`src/rtl/icu_pkg.sv`:
```
package icu_pkg;
    localparam int A_STAT = 0;
    localparam int A_MASK = 1;
    localparam int A_EOI0 = 2;
    localparam int EOI_N  = 5;
    localparam int EOI_BIT [EOI_N] = '{8, 9, 10, 11, 14};
    localparam int TMR_BIT0 = 8;
    localparam int SSE_BIT  = 15;
    localparam logic [15:0] LATCH_SET = 16'hCF00;
    localparam logic [15:0] EVT_SET   = 16'hCC00;
    localparam logic [15:0] FIQ_SET   = 16'h000F;
endpackage

```
`src/rtl/icu_tclk_edge.sv`:
```
module icu_tclk_edge #(
    parameter int N_TMR = 2
) (
    input  logic             clk,
    input  logic             rst_n,
    input  logic [N_TMR-1:0] tmr_clk,
    input  logic [N_TMR-1:0] tmr_zero,
    output logic [N_TMR-1:0] uf_set
);
    for (genvar g = 0; g < N_TMR; g++) begin : g_tmr
        logic prev_d, prev_q;

        always_comb begin
            prev_d = tmr_clk[g];
        end

        always_ff @(posedge clk or negedge rst_n) begin
            if (!rst_n) prev_q <= 1'b0;
            else        prev_q <= prev_d;
        end

        assign uf_set[g] = prev_q & ~tmr_clk[g] & tmr_zero[g];
    end
endmodule

```
`src/rtl/icu_bus_dec.sv`:
```
module icu_bus_dec
    import icu_pkg::*;
#(
    parameter int ADDR_W = 4,
    parameter int N_SRC  = 16
) (
    input  logic              wr,
    input  logic [ADDR_W-1:0] addr,
    output logic              mask_we,
    output logic [N_SRC-1:0]  eoi_clr
);
    always_comb begin
        mask_we = wr && (addr == ADDR_W'(A_MASK));
        eoi_clr = '0;
        for (int k = 0; k < EOI_N; k++) begin
            if (wr && (addr == ADDR_W'(A_EOI0 + k))) eoi_clr[EOI_BIT[k]] = 1'b1;
        end
    end
endmodule

```
`src/rtl/icu_status.sv`:
```
module icu_status
    import icu_pkg::*;
#(
    parameter int N_SRC = 16,
    parameter int N_TMR = 2
) (
    input  logic             clk,
    input  logic             rst_n,
    input  logic [N_SRC-1:0] lvl,
    input  logic [N_SRC-1:0] evt,
    input  logic [N_TMR-1:0] uf_set,
    input  logic [N_SRC-1:0] eoi_clr,
    input  logic             sse_rd,
    output logic [N_SRC-1:0] st_d,
    output logic [N_SRC-1:0] st_q
);
    localparam logic [N_SRC-1:0] LATCH = N_SRC'(LATCH_SET);
    localparam logic [N_SRC-1:0] EVTM  = N_SRC'(EVT_SET);

    logic [N_SRC-1:0] set_v, clr_v;

    always_comb begin
        set_v = evt & EVTM;
        for (int t = 0; t < N_TMR; t++) begin
            set_v[TMR_BIT0 + t] = set_v[TMR_BIT0 + t] | uf_set[t];
        end
        clr_v = eoi_clr;
        clr_v[SSE_BIT] = clr_v[SSE_BIT] | sse_rd;
        for (int i = 0; i < N_SRC; i++) begin
            if (LATCH[i]) st_d[i] = set_v[i] | (st_q[i] & ~clr_v[i]);
            else          st_d[i] = lvl[i];
        end
    end

    always_ff @(posedge clk or negedge rst_n) begin
        if (!rst_n) st_q <= '0;
        else        st_q <= st_d;
    end
endmodule

```
`src/rtl/irq_fiq_ctrl.sv`:
```
module irq_fiq_ctrl
    import icu_pkg::*;
#(
    parameter int ADDR_W = 4,
    parameter int DATA_W = 32,
    parameter int N_SRC  = 16,
    parameter int N_TMR  = 2
) (
    input  logic              clk,
    input  logic              rst_n,
    input  logic              wr,
    input  logic [ADDR_W-1:0] addr,
    input  logic [DATA_W-1:0] wdata,
    output logic [DATA_W-1:0] rdata,
    input  logic [N_SRC-1:0]  src_lvl,
    input  logic [N_SRC-1:0]  src_evt,
    input  logic [N_TMR-1:0]  tmr_clk,
    input  logic [N_TMR-1:0]  tmr_zero,
    input  logic              sse_rd,
    output logic              fiq,
    output logic              irq
);
    localparam logic [N_SRC-1:0] FIQM = N_SRC'(FIQ_SET);

    typedef struct packed {
        logic [N_SRC-1:0] mask;
        logic             fiq;
        logic             irq;
    } ctl_t;

    ctl_t             d, q;
    logic             mask_we;
    logic [N_SRC-1:0] eoi_clr, st_d, st_q, msk_q;
    logic [N_TMR-1:0] uf_set;

    icu_tclk_edge #(.N_TMR(N_TMR)) u_edge (
        .clk(clk), .rst_n(rst_n), .tmr_clk(tmr_clk), .tmr_zero(tmr_zero), .uf_set(uf_set)
    );

    icu_bus_dec #(.ADDR_W(ADDR_W), .N_SRC(N_SRC)) u_dec (
        .wr(wr), .addr(addr), .mask_we(mask_we), .eoi_clr(eoi_clr)
    );

    icu_status #(.N_SRC(N_SRC), .N_TMR(N_TMR)) u_stat (
        .clk(clk), .rst_n(rst_n), .lvl(src_lvl), .evt(src_evt), .uf_set(uf_set),
        .eoi_clr(eoi_clr), .sse_rd(sse_rd), .st_d(st_d), .st_q(st_q)
    );

    always_comb begin
        d = q;
        if (mask_we) d.mask = wdata[N_SRC-1:0];
        d.fiq = |(st_d & d.mask & FIQM);
        d.irq = |(st_d & d.mask & ~FIQM);
    end

    always_ff @(posedge clk or negedge rst_n) begin
        if (!rst_n) q <= '0;
        else        q <= d;
    end

    always_comb begin
        if (addr == ADDR_W'(A_STAT))      rdata = DATA_W'(st_q);
        else if (addr == ADDR_W'(A_MASK)) rdata = DATA_W'(q.mask);
        else                              rdata = '0;
    end

    assign msk_q = q.mask;
    assign fiq   = q.fiq;
    assign irq   = q.irq;
endmodule

```
`config.mk`:
```
export PLATFORM = sky130hd
export DESIGN_NAME = irq_fiq_ctrl
export DESIGN_NICKNAME = d
export VERILOG_FILES = /design/src/rtl/icu_pkg.sv /design/src/rtl/icu_tclk_edge.sv /design/src/rtl/icu_bus_dec.sv /design/src/rtl/icu_status.sv /design/src/rtl/irq_fiq_ctrl.sv
export SDC_FILE = /design/constraint.sdc
export NUM_CORES = 1
export LEC_CHECK = 0
export BUFFER_PORTS_ARGS = -buffer_cell sky130_fd_sc_hd__clkbuf_2
export CAP_MARGIN = 20
export CORE_AREA = 2 2 80 63
export DETAILED_ROUTE_END_ITERATION = 6
export DIE_AREA = 0 0 82 65
export PLACE_DENSITY_LB_ADDON = 0.05
export SLEW_MARGIN = 20
export SYNTH_ARGS = -nofsm -noshare
export SYNTH_HDL_FRONTEND = slang
export SYNTH_SLANG_ARGS = --single-unit
```
`constraint.sdc`:
```
create_clock -name clk -period 1.67 [get_ports clk]
set_input_delay 0.2505 -clock clk [delete_from_list [all_inputs] [get_ports clk]]
set_output_delay 0.2505 -clock clk [all_outputs]
set_load 0.01 [all_outputs]
```
# After elaboration in Yosys (flattened, before gate mapping)
# Cells that the tools add are included.
# Widths: inputs -> output; s select.
[totals]
wordCells = 54
input_bits = 76
regBits = 36
[classes]
n_reduce_logical = 9
n_mux = 8
eq_ne = 6
bitwise_logic = 25
[ops]
columns = ["operator", "n"]
rows = [
  ["$mux 16", 2],
  ["$mux 32", 1],
  ["$and 16x16->16", 1],
  ["$eq 4x3->1 const B", 3],
  ["$reduce_or 12->1", 1],
  ["$and 1x1->1", 10],
  ["$eq 4x2->1 const B", 2],
  ["$not 1->1", 8],
  ["$logic_and 1x1->1", 6],
  ["$or 1x1->1", 6],
  ["$mux 1", 5],
  ["$eq 4x1->1 const B", 1],
  ["$logic_not 4->1", 1],
  ["$reduce_or 4->1", 1],
]

# Logic depth before layout (Yosys ltp)
[logic_depth]
word_depth = 8
ltp_mapped = 6
mapped_depth_nobuf = 5

# Hierarchy
# From an unflattened synthesis, not the netlist that was laid out.
[hier_totals]
hier_cells = 148
area_unflattened_um2 = 1846.8
[modules_own_cells]
columns = ["module", "cells_each", "instances", "seq_area_each_um2", "area_per_inst_um2"]
rows = [
  ["irq_fiq_ctrl", 83, 1, 450.4, 1093.5],
  ["icu_status", 38, 1, 400.4, 543.0],
  ["icu_bus_dec", 23, 1, 0.0, 142.6],
  ["icu_tclk_edge", 4, 1, 50.0, 67.6],
]

# Worst setup path after synthesis
# No wires, ideal clock.
[synth_path]
path_type = "input-to-output"
startpoint = "input addr[1]"
endpoint = "output rdata[10]"
path_buffers = 2
slack_ns = -0.088
t_required_ns = 1.419
cell_stages = 4
t_arrival_ns = 1.508
path_cell_list = "nor4b_4 -> clkbuf_1 -> clkbuf_1 -> a22o_1"
[synth_via]
elab_chain_cells = 3
word_cells_on_any_way = 4
[synth_lines]
columns = ["item", "line_no", "text"]
rows = [
  ["start: declaration", "irq_fiq_ctrl.sv:12", "input logic [ADDR_W-1:0] addr,"],
  ["$eq 4x1->1", "irq_fiq_ctrl.sv:63", "else if (addr == ADDR_W'(A_MASK)) rdata = DATA_W'(q.mask);"],
  ["$mux 16", "irq_fiq_ctrl.sv:63", ""],
  ["$mux 32 *", "irq_fiq_ctrl.sv:62", "if (addr == ADDR_W'(A_STAT)) rdata = DATA_W'(st_q);"],
  ["end: declaration", "irq_fiq_ctrl.sv:14", "output logic [DATA_W-1:0] rdata,"],
]
# Mark *: on every way between the ends. The rest lies on a longest branch, timed or not.

# Worst setup path in the final report
[layout_path]
startpoint = "input addr[2]"
endpoint = "output rdata[13]"
# The elaborated chain is that of the path after synthesis.

==> impl_metrics.xml <==
<?xml version="1.0" encoding="UTF-8"?>
<metrics>
  <group name="outcome">
    <metric name="outcome" unit="">finished with violations</metric>
    <metric name="failed_checks" unit="">negative hold slack</metric>
  </group>
  <group name="die">
    <metric name="floorplan.initialDensity" unit="%">36.34</metric>
    <metric name="design.portCount" unit="">110</metric>
    <metric name="placementRows" unit="">22</metric>
    <metric name="floorplan.die.width" unit="um">82</metric>
    <metric name="die_area" unit="mm^2">0.005330</metric>
    <metric name="core_region_area" unit="mm^2">0.004624</metric>
    <metric name="die_height" unit="um">65</metric>
  </group>
  <group name="timing">
    <metric name="slew_violations" unit="">0</metric>
    <metric name="finalCriticalPeriod" unit="ns">1.603</metric>
    <metric name="max_freq" unit="MHz">623.8</metric>
    <metric name="clock_skew_after_layout" unit="ns">0.006341</metric>
    <metric name="fin_crit_sh" unit="%">96.00</metric>
    <metric name="rsz0062_at_grt" unit="">true</metric>
    <metric name="finalSetupViolations" unit="">0</metric>
    <metric name="finalWorstSetupSlack" unit="ns">0.06681</metric>
    <metric name="worst_hold_slack" unit="ns">-0.01169</metric>
    <metric name="finalHoldViolations" unit="">15</metric>
  </group>
  <group name="worst_setup_path">
    <metric name="critical_path_arrival" unit="ns">1.35</metric>
    <metric name="crit_type" unit="">in -&gt; out</metric>
    <metric name="worst_r2r_endpoint" unit="">irq$_DFF_PN0_</metric>
    <metric name="regToRegStartpoint" unit="">msk_q[10]$_DFF_PN0_</metric>
    <metric name="worst_setup_path_end_kind" unit="">primary output</metric>
    <metric name="regToRegSetupSlack" unit="ns">0.23</metric>
    <metric name="worst_setup_path_start_kind" unit="">input pin</metric>
    <metric name="ff2ff_path_depth" unit="">4</metric>
    <metric name="critPathMaxFanout" unit="">7</metric>
    <metric name="crit_required" unit="ns">1.42</metric>
  </group>
  <group name="final_layout">
    <metric name="postLayoutCoreUtil" unit="%">51.24</metric>
    <metric name="finalInstanceArea" unit="mm^2">0.002370</metric>
    <metric name="area_occupied_by_multi_input_gates" unit="um^2">749.5</metric>
    <metric name="area_growth" unit="%">41.03</metric>
    <metric name="layout-drive-gt1-share" unit="%">49.12</metric>
    <metric name="nFillCells" unit="">439</metric>
    <metric name="fin_cells" unit="">286</metric>
    <metric name="finalNetCount" unit="">301</metric>
    <metric name="area.sequential" unit="um^2">900.9</metric>
    <metric name="antenna_cells_inserted" unit="">0</metric>
  </group>
  <group name="detailed_routing">
    <metric name="drc_errors" unit="">0</metric>
    <metric name="antenna_violating_nets_post_route" unit="">0</metric>
    <metric name="drt-total-wl" unit="um">3959</metric>
    <metric name="drt_pass1_iterations" unit="">4</metric>
    <metric name="drt-wirelength-per-cell" unit="um">13.84</metric>
    <metric name="via_count" unit="">1365</metric>
    <metric name="vias_per_cell" unit="">4.773</metric>
    <metric name="drt-initial-drc-count" unit="">23</metric>
  </group>
  <group name="global_route">
    <metric name="grt_usage" unit="%">16.22</metric>
    <metric name="number_of_global_route_vias_before_repair" unit="">1340</metric>
    <metric name="grt_max_degree" unit="">37</metric>
    <metric name="initial_antenna_violation_count" unit="">0</metric>
    <metric name="overflow" unit="">0</metric>
    <metric name="grt_first_pass_wirelength" unit="um">6361</metric>
  </group>
  <group name="synthesis">
    <metric name="main_combinational_cell_family_by_area_after_synthesis" unit="">compound AO/OA/AOI/OAI gates</metric>
    <metric name="synthMostInstantiatedCell" unit="">dfrtp_1</metric>
    <metric name="synth-seq-area-share" unit="%">53.61</metric>
    <metric name="synth_compound_gate_area_share" unit="%">19.43</metric>
    <metric name="area_of_the_mapped_netlist" unit="mm^2">0.001680</metric>
    <metric name="syn_inst" unit="">140</metric>
    <metric name="synth_async_sr_flop_share" unit="%">100.0</metric>
    <metric name="synth_largest_area_cell" unit="">dfrtp_1</metric>
    <metric name="yosysUniqueCellTypes" unit="">31</metric>
    <metric name="synthDominantCellAreaShare" unit="%">53.61</metric>
    <metric name="yosys.area_share.xor_xnor" unit="%">0</metric>
    <metric name="synthMuxAreaShare" unit="%">6.925</metric>
    <metric name="postSynth.topFlopCell" unit="">dfrtp_1</metric>
    <metric name="post_synth_main_area_contributors" unit="">dfrtp_1, a22o_1, buf_4, mux2_2, o21ai_0</metric>
    <metric name="synth_cell_count_leaders" unit="">dfrtp_1, a22o_1, buf_4, mux2_2, nand2_1</metric>
    <metric name="synth_fa_ha_area_share" unit="%">0</metric>
    <metric name="synth_seq_cells" unit="">36</metric>
    <metric name="synth-warning-count" unit="">0</metric>
    <metric name="synth_edf_count" unit="">0</metric>
    <metric name="syn-mean-instance-area" unit="um^2">12.00</metric>
    <metric name="synthSimpleGateAreaFrac" unit="%">10.65</metric>
  </group>
  <group name="power_and_ir_drop">
    <metric name="power_switching_share" unit="%">25.75</metric>
    <metric name="power_density_of_the_placed_cells" unit="mW/mm^2">958.1</metric>
    <metric name="combinationalPowerShare" unit="%">20.9</metric>
    <metric name="pwr-share-clk" unit="%">33.0</metric>
    <metric name="vdd_ir_drop_max" unit="mV">0.4689</metric>
    <metric name="total_power" unit="uW">2271</metric>
    <metric name="power_leakage" unit="uW">0.001198</metric>
    <metric name="power_frac_seq" unit="%">46.2</metric>
    <metric name="net_sw_power" unit="uW">584.7</metric>
    <metric name="internal_power" unit="uW">1686</metric>
  </group>
  <group name="placed_design">
    <metric name="placedCellCount" unit="">274</metric>
    <metric name="dp_worst_setup_slack" unit="ns">-0.3196</metric>
    <metric name="portBuffers" unit="">59</metric>
    <metric name="post-dp-hpwl" unit="um">3070</metric>
    <metric name="placed_area" unit="mm^2">0.002176</metric>
    <metric name="globalplace.congestion" unit="">0.8150</metric>
  </group>
  <group name="clocking">
    <metric name="clock_sinks" unit="">36</metric>
    <metric name="cts.reportedPaths.clkPinSlew" unit="ns">0.08</metric>
    <metric name="h-tree-depth" unit="">2</metric>
    <metric name="numCtsBuffers" unit="">5</metric>
    <metric name="cts_hold_buf" unit="">0</metric>
    <metric name="clk_path_buf_depth" unit="">2</metric>
    <metric name="clock_latency" unit="ns">0.28</metric>
    <metric name="cts.root.buffer_cell" unit="">clkbuf_8</metric>
    <metric name="tritoncts_clock_tree" unit="">yes</metric>
  </group>
  <group name="min_path">
    <metric name="worst_hold_path_type" unit="">in -&gt; async</metric>
  </group>
  <group name="job">
    <metric name="timing.max_cap.violations" unit="">0</metric>
  </group>
</metrics>
logic make-up after synthesis:
kind of cell           after synthesis
AO/OA/AOI/OAI                       41
flip-flops                          36
AND/OR/NAND/NOR                     27
buffers and inverters               25
multiplexers                        10
other                                1
through the flow:
step | setup TNS (ns) | hold WS (ns)
floorplan | -0.009673 | -0.04509
global placement | -0.4233 | 0.3126
detailed placement | -0.5090 | 0.3195
CTS | 0 | 0.005774
global route | -0.01449 | 0.03603
finish | 0 | -0.01169
registers in the layout, summed over array words and instances, names as in the netlist:
register,flops
fiq,1
u_edge.g_tmr.prev_q,2
u_stat.st_q,16
msk_q,16
irq,1
critical path, cell delays in order:
cell and delay, ns:
buf_8 0.10, nor4b_4 0.34, buf_12 0.17, buf_4 0.12
buf_4 0.11, a22o_1 0.13, buf_2 0.13
how the worst max path moves through the flow:
stage                 start            end  slack, ns
floorplan           addr[2]  irq$_DFF_PN0_      -0.01
global placement    addr[3]  irq$_DFF_PN0_      -0.28
detailed placement  addr[3]  irq$_DFF_PN0_      -0.32
CTS                 addr[3]  irq$_DFF_PN0_       0.02
global route        addr[3]  irq$_DFF_PN0_      -0.01
finish              addr[2]      rdata[13]       0.07
repair_timing:
item                       4_1_cts  5_1_grt
setup endpoints to repair        1       15
setup buffers                    0        4
pin swaps                        0        5
gates resized for setup          1       25
area by class of cell:
class	instances	share of cell area [%]
Multi-Input combinational cell	94	31.63
Clock inverter	2	1.478
Sequential cell	36	38.01
Timing Repair Buffer	83	21.86
Inverter	5	0.7920
Tap cell	60	3.168
Clock buffer	6	3.062
per-layer routing:
metal | up-vias | part of all wire (%) | global-route usage [%]
met5 | - | 0 | 0
met4 | 0 | 1.0 | 5.000
met3 | 4 | 5.3 | 3.900
met2 | 45 | 46 | 25.81
met1 | 664 | 47 | 21.78
li1 | 652 | - | -
power by group through the flow:
stage | Sequential [uW] | Clock, uW | Combinational [uW]
after floorplan | 1050 | 0 | 295
after global placement | 1060 | 0 | 452
after detailed placement | 1060 | 0 | 462
after CTS | 1050 | 767 | 463
after global routing | 1070 | 810 | 529
final | 1050 | 748 | 473
cells in the final DEF (no fill, tap or decap), drive strengths merged:
cell     count
a2111oi      2
a21boi       6
a21o         2
a22o        16
a22oi        4
and3         3
buf         34
bufinv       1
clkbuf      55
clkinv       1
conb        16
dfrtp       36
inv          5
mux2        10
nand2        9
nand2b       1
nand3        3
nand3b       2
nand4        1
nand4bb      1
nor4         1
nor4b        1
o21ai        7
o2bb2a       3
o31ai        1
or2          3
or3          1
or4b         1
Power figures use the tool's default switching activity.
